File: src/rtl/acc_flag_pkg.sv
package acc_flag_pkg;
  localparam int OP_W = 4;

  typedef enum logic [OP_W-1:0] {
    OP_SUB   = 4'd0,
    OP_SBB   = 4'd1,
    OP_ADD   = 4'd2,
    OP_TBIT  = 4'd3,
    OP_NORM  = 4'd4,
    OP_SETC  = 4'd5,
    OP_CLRC  = 4'd6,
    OP_SETTC = 4'd7,
    OP_CLRTC = 4'd8
  } op_e;

  function automatic logic op_is_arith(input logic [OP_W-1:0] op);
    return (op == OP_SUB) || (op == OP_SBB) || (op == OP_ADD);
  endfunction
endpackage

File: src/rtl/acc_flag_arith.sv
module acc_flag_arith
  import acc_flag_pkg::*;
#(
  parameter int DATA_W = 32
) (
  input  logic [OP_W-1:0]   op,
  input  logic [DATA_W-1:0] a,
  input  logic [DATA_W-1:0] b,
  input  logic              c_in,
  output logic [DATA_W-1:0] res,
  output logic              c_next,
  output logic              c_we
);
  localparam int WIDE_W = DATA_W + 1;

  logic [WIDE_W-1:0] a_ext, b_ext, subtr, wide;

  assign a_ext = {1'b0, a};
  assign b_ext = {1'b0, b};
  // subtrahend of the borrow form: operand plus the complement of C
  assign subtr = b_ext + {{DATA_W{1'b0}}, ~c_in};

  always_comb begin
    wide   = a_ext;
    c_next = c_in;
    c_we   = 1'b0;
    case (op)
      OP_SUB: begin
        wide   = a_ext - b_ext;
        c_next = ~wide[DATA_W];
        c_we   = 1'b1;
      end
      OP_SBB: begin
        wide   = a_ext - subtr;
        c_next = ~wide[DATA_W];
        c_we   = 1'b1;
      end
      OP_ADD: begin
        wide   = a_ext + b_ext;
        c_next = wide[DATA_W];
        c_we   = 1'b1;
      end
      OP_SETC: begin
        c_next = 1'b1;
        c_we   = 1'b1;
      end
      OP_CLRC: begin
        c_next = 1'b0;
        c_we   = 1'b1;
      end
      default: ;
    endcase
  end

  assign res = wide[DATA_W-1:0];
endmodule

File: src/rtl/acc_flag_tc.sv
module acc_flag_tc
  import acc_flag_pkg::*;
#(
  parameter int DATA_W = 32,
  parameter int IDX_W  = $clog2(DATA_W)
) (
  input  logic [OP_W-1:0]   op,
  input  logic [DATA_W-1:0] acc,
  input  logic [DATA_W-1:0] opnd,
  input  logic [IDX_W-1:0]  idx,
  input  logic              tc_in,
  output logic              tc_next,
  output logic              tc_we
);
  logic acc_zero, top_diff;

  assign acc_zero = (acc == '0);
  assign top_diff = acc[DATA_W-1] ^ acc[DATA_W-2];

  always_comb begin
    tc_next = tc_in;
    tc_we   = 1'b1;
    case (op)
      OP_TBIT:  tc_next = opnd[idx];
      OP_NORM:  tc_next = acc_zero | top_diff;
      OP_SETTC: tc_next = 1'b1;
      OP_CLRTC: tc_next = 1'b0;
      default:  tc_we   = 1'b0;
    endcase
  end
endmodule

File: src/rtl/acc_flag_regs.sv
module acc_flag_regs #(
  parameter int DATA_W = 32
) (
  input  logic              clk,
  input  logic              rst,
  input  logic              vld,
  input  logic [DATA_W-1:0] res_next,
  input  logic              c_next,
  input  logic              c_we,
  input  logic              tc_next,
  input  logic              tc_we,
  output logic [DATA_W-1:0] res_q,
  output logic              c_q,
  output logic              tc_q,
  output logic              done_q
);
  always_ff @(posedge clk) begin
    if (rst) begin
      res_q  <= '0;
      c_q    <= 1'b0;
      tc_q   <= 1'b0;
      done_q <= 1'b0;
    end else begin
      done_q <= vld;
      if (vld) begin
        res_q <= res_next;
        if (c_we)  c_q  <= c_next;
        if (tc_we) tc_q <= tc_next;
      end
    end
  end

  assert_idle_hold_R8: assert property (@(posedge clk) disable iff (rst)
    !vld |=> ($stable(c_q) && $stable(tc_q) && $stable(res_q) && !done_q));

  assert_reset_clear_R9: assert property (@(posedge clk)
    $past(rst) |-> (!c_q && !tc_q && !done_q));

  assert_done_follows_R10: assert property (@(posedge clk) disable iff (rst)
    vld |=> done_q);
endmodule

File: src/rtl/acc_flag_unit.sv
module acc_flag_unit
  import acc_flag_pkg::*;
#(
  parameter int DATA_W = 32,
  parameter int IDX_W  = $clog2(DATA_W)
) (
  input  logic              clk,
  input  logic              rst,
  input  logic              op_vld_i,
  input  logic [OP_W-1:0]   op_i,
  input  logic [DATA_W-1:0] acc_i,
  input  logic [DATA_W-1:0] opnd_i,
  input  logic [IDX_W-1:0]  bit_idx_i,
  output logic [DATA_W-1:0] res_o,
  output logic              c_o,
  output logic              tc_o,
  output logic              done_o
);
  logic [DATA_W-1:0] arith_res, res_next;
  logic              c_next, c_we, tc_next, tc_we;

  acc_flag_arith #(.DATA_W(DATA_W)) u_arith (
    .op     (op_i),
    .a      (acc_i),
    .b      (opnd_i),
    .c_in   (c_o),
    .res    (arith_res),
    .c_next (c_next),
    .c_we   (c_we)
  );

  acc_flag_tc #(.DATA_W(DATA_W), .IDX_W(IDX_W)) u_tc (
    .op      (op_i),
    .acc     (acc_i),
    .opnd    (opnd_i),
    .idx     (bit_idx_i),
    .tc_in   (tc_o),
    .tc_next (tc_next),
    .tc_we   (tc_we)
  );

  assign res_next = op_is_arith(op_i) ? arith_res : acc_i;

  acc_flag_regs #(.DATA_W(DATA_W)) u_regs (
    .clk      (clk),
    .rst      (rst),
    .vld      (op_vld_i),
    .res_next (res_next),
    .c_next   (c_next),
    .c_we     (c_we),
    .tc_next  (tc_next),
    .tc_we    (tc_we),
    .res_q    (res_o),
    .c_q      (c_o),
    .tc_q     (tc_o),
    .done_q   (done_o)
  );

  assert_bit_test_R4: assert property (@(posedge clk) disable iff (rst)
    (op_vld_i && op_i == OP_TBIT) |=> (tc_o == $past(opnd_i[bit_idx_i])));

  assert_norm_zero_R5: assert property (@(posedge clk) disable iff (rst)
    (op_vld_i && op_i == OP_NORM && acc_i == '0) |=> tc_o);

  assert_force_c_R6: assert property (@(posedge clk) disable iff (rst)
    (op_vld_i && (op_i == OP_SETC || op_i == OP_CLRC)) |=> (c_o == ($past(op_i) == OP_SETC)));

  assert_force_tc_R6: assert property (@(posedge clk) disable iff (rst)
    (op_vld_i && (op_i == OP_SETTC || op_i == OP_CLRTC)) |=> (tc_o == ($past(op_i) == OP_SETTC)));

  assert_tc_untouched_R7: assert property (@(posedge clk) disable iff (rst)
    (op_vld_i && (op_i == OP_SUB || op_i == OP_SBB || op_i == OP_ADD)) |=> $stable(tc_o));

  assert_c_untouched_R7: assert property (@(posedge clk) disable iff (rst)
    (op_vld_i && (op_i == OP_TBIT || op_i == OP_NORM || op_i == OP_SETTC || op_i == OP_CLRTC))
      |=> $stable(c_o));
endmodule

File: config.mk
export PLATFORM = sky130hd
export DESIGN_NAME = acc_flag_unit
export DESIGN_NICKNAME = d
export VERILOG_FILES = /design/src/rtl/acc_flag_pkg.sv /design/src/rtl/acc_flag_arith.sv /design/src/rtl/acc_flag_tc.sv /design/src/rtl/acc_flag_regs.sv /design/src/rtl/acc_flag_unit.sv
export SDC_FILE = /design/constraint.sdc
export NUM_CORES = 1
export LEC_CHECK = 0
export ABC_CLOCK_PERIOD_IN_PS = 5700
export CORE_ASPECT_RATIO = 0.75
export CORE_UTILIZATION = 40
export CTS_BUF_LIST = sky130_fd_sc_hd__clkbuf_4
export DETAILED_ROUTE_END_ITERATION = 6
export PLACE_DENSITY = 0.72
export SYNTH_ARGS = -nofsm -noshare
export SYNTH_HDL_FRONTEND = slang
export SYNTH_HIERARCHICAL = 1
export SYNTH_SLANG_ARGS = --single-unit
File: constraint.sdc
create_clock -name clk -period 5.7 [get_ports clk]
set_input_delay 1.14 -clock clk [delete_from_list [all_inputs] [get_ports clk]]
set_output_delay 1.14 -clock clk [all_outputs]
set_load 0.05 [all_outputs]
==> impl_results.md <==
* Status: completed
* Setup WS pre-CTS at 0.2484 ns
* # IOs at 111
* Yosys cell types at 82
* Die X at 171.2 um
* Post-synth ARST share at 0
* Minimum clock period at 5.141 ns
* Mapped Nets at 1348
* Power Internal at 0.8054 mW
* DRT Wirelength at 32.75 mm
* Syn Area/Cell at 7.525 um2
* Starting Density at 0.4076
* RSZ-0062 raised after global routing: no
* WL/cell at 21.25 um
* Pwr dens at 158.8 mW/mm2
* CP startpoint kind: input pin
* Slew @ Worst Pin at 1.430 ns
* Lkg Pwr at 4.523 nW
* CORE AREA at 0.02107 mm2
* Num rows at 46
* Post-route clock period utilization at 0.9019
* Max Freq at 0.1945 GHz
* CP Max Fanout at 8
* TritonCTS buffer count at 5
* HP Class: flip-flop to flip-flop
* Clk_skew at 0.03870 ns
* Antenna violations before repair at 0
* Compound-gate portion of the synthesized area at 0.2833
* Hold_buf cts at 0
* Multiplexer area fraction after synthesis at 0.1145
* Simple-gate share of the synthesized area at 0.1705
* Layout cells sized above 1 at 0.08939
* First-pass GRT wire length at 49.83 mm
* Largest family of logic cells by synthesized area: compound AO/OA/AOI/OAI gates
* Routability cong. at 1.034
* IO buf count at 110
* Max-cap viol count at 0
* Largest net degree at the start of global routing at 38
* Longest Clk Path Bufs at 2
* Layout net count at 1459
* DP HPWL at 26.21 mm
* Clock power frac at 0.122
* DR pass1 iterations at 5
* Clock root cell: clkbuf_4
* Sinks on Clock Net at 35
* Setup Viol. Count Final at 0
* Detail Route Antenna Nets at 0
* Final Hold Viols at 0
* Cell taking the most area after synthesis: ha_1
* Total die area at 0.02206 mm2
* Comb pwr share at 0.710
* Post-synth EDFFs at 0
* Placed Cells at 1533
* CP Data Arrival Time at 5.43 ns
* Slew headroom at 0.04089
* Cells after Synth at 1141
* Final Max Tran Viols at 0
* Antenna diode count at 0
* H-tree depth at 2
* Switching power at 0.8041 mW
* Vias per inst at 6.128
* Synth-to-layout area growth at 18.06%
* Via count at 9444
* Synth top area cells: ha_1, dfxtp_1, inv_1
* Number of global-route vias before repair at 8581
* Total chip power at 1.610 mW
* Post-synth top area share at 0.1851
* Ys flop type: dfxtp_1
* Worst-path clk slew at 0.16 ns
* Sw Ratio at 0.4996
* GRT Total Usage at 0.2946
* Yosys reg bits at 35
* DRC at 0
* XOR/XNOR Fraction of Synth Area at 0.06019
* GR Overflow Total at 0
* Post-Synth Adder-Cell Area at 0.1944
* Drt first-iter violations at 1200
* Fin cells at 1541
* Clock Latency Late Sink at 0.39 ns
* WHS at 0.5084 ns
* TNS Setup at 0 ns
* Worst setup EP type: flip-flop
* Peak VDD IR at 144.6 uV
* Post-Syn Area at 0.008586 mm2
* CP Class: input pin to flip-flop
* Synth Warn # at 6
* Gates resized, CTS repair at 0
* Sequential area share after synthesis at 0.08161
* Chip Height at 128.9 um
* CTS tree: yes
* Worst Path Required at 5.99 ns
* Worst setup margin at 0.5593 ns
* Sequential power share at 0.168
* Setup bufs post-CTS at 0
## critical path: stages
cell and delay (ns):
clkdlybuf4s50_1 0.58, inv_1 0.07, ha_1 0.46, inv_1 0.18, ha_1 0.42, nand4_1 0.11, a211oi_1 0.25, o21ai_0 0.19
a2111oi_0 0.76, nor3_1 0.20, xnor2_1 0.17, a22oi_1 0.20, o31ai_1 0.15, mux2_1 0.34, mux2i_1 0.14, nor2_1 0.06
## metrics by stage
step / cell area, um2 / util
floorplan: 8586 / -
global placement: 10060 / 0.4775
CTS: 10140 / 0.4812
finish: 10140 / 0.4812
global route: 10140 / 0.4812
detailed placement: 10060 / 0.4775
## layout make-up
cell class,instances,area (um2)
Fill cell,2126,10930
Multi-Input combinational cell,919,7069
Timing Repair Buffer,151,1404
Sequential cell,35,700.7
Inverter,140,525.5
Tap cell,288,360.3
Clock inverter,3,38.79
Clock buffer,5,37.54
## cell usage in the layout, fill, tap and decap left out, types with 16 or more instances in the layout
cell and count:
a21oi_1 89, xnor2_1 44, dfxtp_1 35, a22oi_1 18, nand2_1 53, a21o_1 34, inv_1 134, buf_4 41
mux2_2 32, clkdlybuf4s50_1 109, nor3_1 29, ha_1 127, mux2i_1 39, a31oi_1 16, o21ai_0 52, a211oi_1 19
nand3_1 21, nor2_1 100
## metal layers
metal  part of all wire  routed length, um  GRT usage
met1               0.45              14600     0.4297
met2               0.39              12770     0.4091
met3               0.14               4560    0.09474
met5                  0                  0          0
met4              0.025                809    0.07458
## cells by family (layout without fill, tap and decap cells)
group                      count (synthesis)  in the layout
AOI/OAI and AO/OA                        352            352
and+or+nand+nor                          296            296
buffers and inverters                    187            299
xor gates and xnor gates                  59             59
DFF                                       35             35
muxes                                     81             81
adders and majority gates                131            131
## power by group through the flow
| stage | Combinational (mW) | Sequential [mW] | Clock, mW |
|---|---|---|---|
| finish | 1.14 | 0.271 | 0.196 |
| floorplan | 0.697 | 0.334 | 0 |
| CTS | 1.11 | 0.271 | 0.198 |
| global route | 1.22 | 0.273 | 0.208 |
| detailed placement | 1.10 | 0.276 | 0 |
| global placement | 1.10 | 0.276 | 0 |
## final timing paths
kind | startpoint | depth (start not counted) | endpoint | slack [ns]
worst min-delay path | u_regs/res_q[3]$_SDFFE_PP0P_ | 2 | u_regs/res_q[3]$_SDFFE_PP0P_ | 0.51
worst min register to register | u_regs/res_q[3]$_SDFFE_PP0P_ | 2 | u_regs/res_q[3]$_SDFFE_PP0P_ | 0.51
worst max register to register | u_regs/c_q$_SDFFE_PP0P_ | 16 | u_regs/res_q[15]$_SDFFE_PP0P_ | 1.60
worst max-delay path | acc_i[6] | 16 | u_regs/res_q[24]$_SDFFE_PP0P_ | 0.56
## cell usage after synthesis, drive strengths merged, types with 15 or more instances
cell type	count
a31oi	16
clkbuf	26
xor2	15
dfxtp	35
mux2	34
and3	15
nand2	53
buf	21
o21ai	57
o21bai	15
ha	127
nand3	21
mux2i	39
inv	135
a22oi	18
a21oi	90
nor3	31
a21o	34
a211oi	24
nor2	101
xnor2	44
## state kept, by name, indices dropped and copies added, names as in the netlist
signal	flops
u_regs/tc_q	1
u_regs/c_q	1
u_regs/done_q	1
u_regs/res_q	32
No activity file was read; power rests on OpenSTA's default activity.
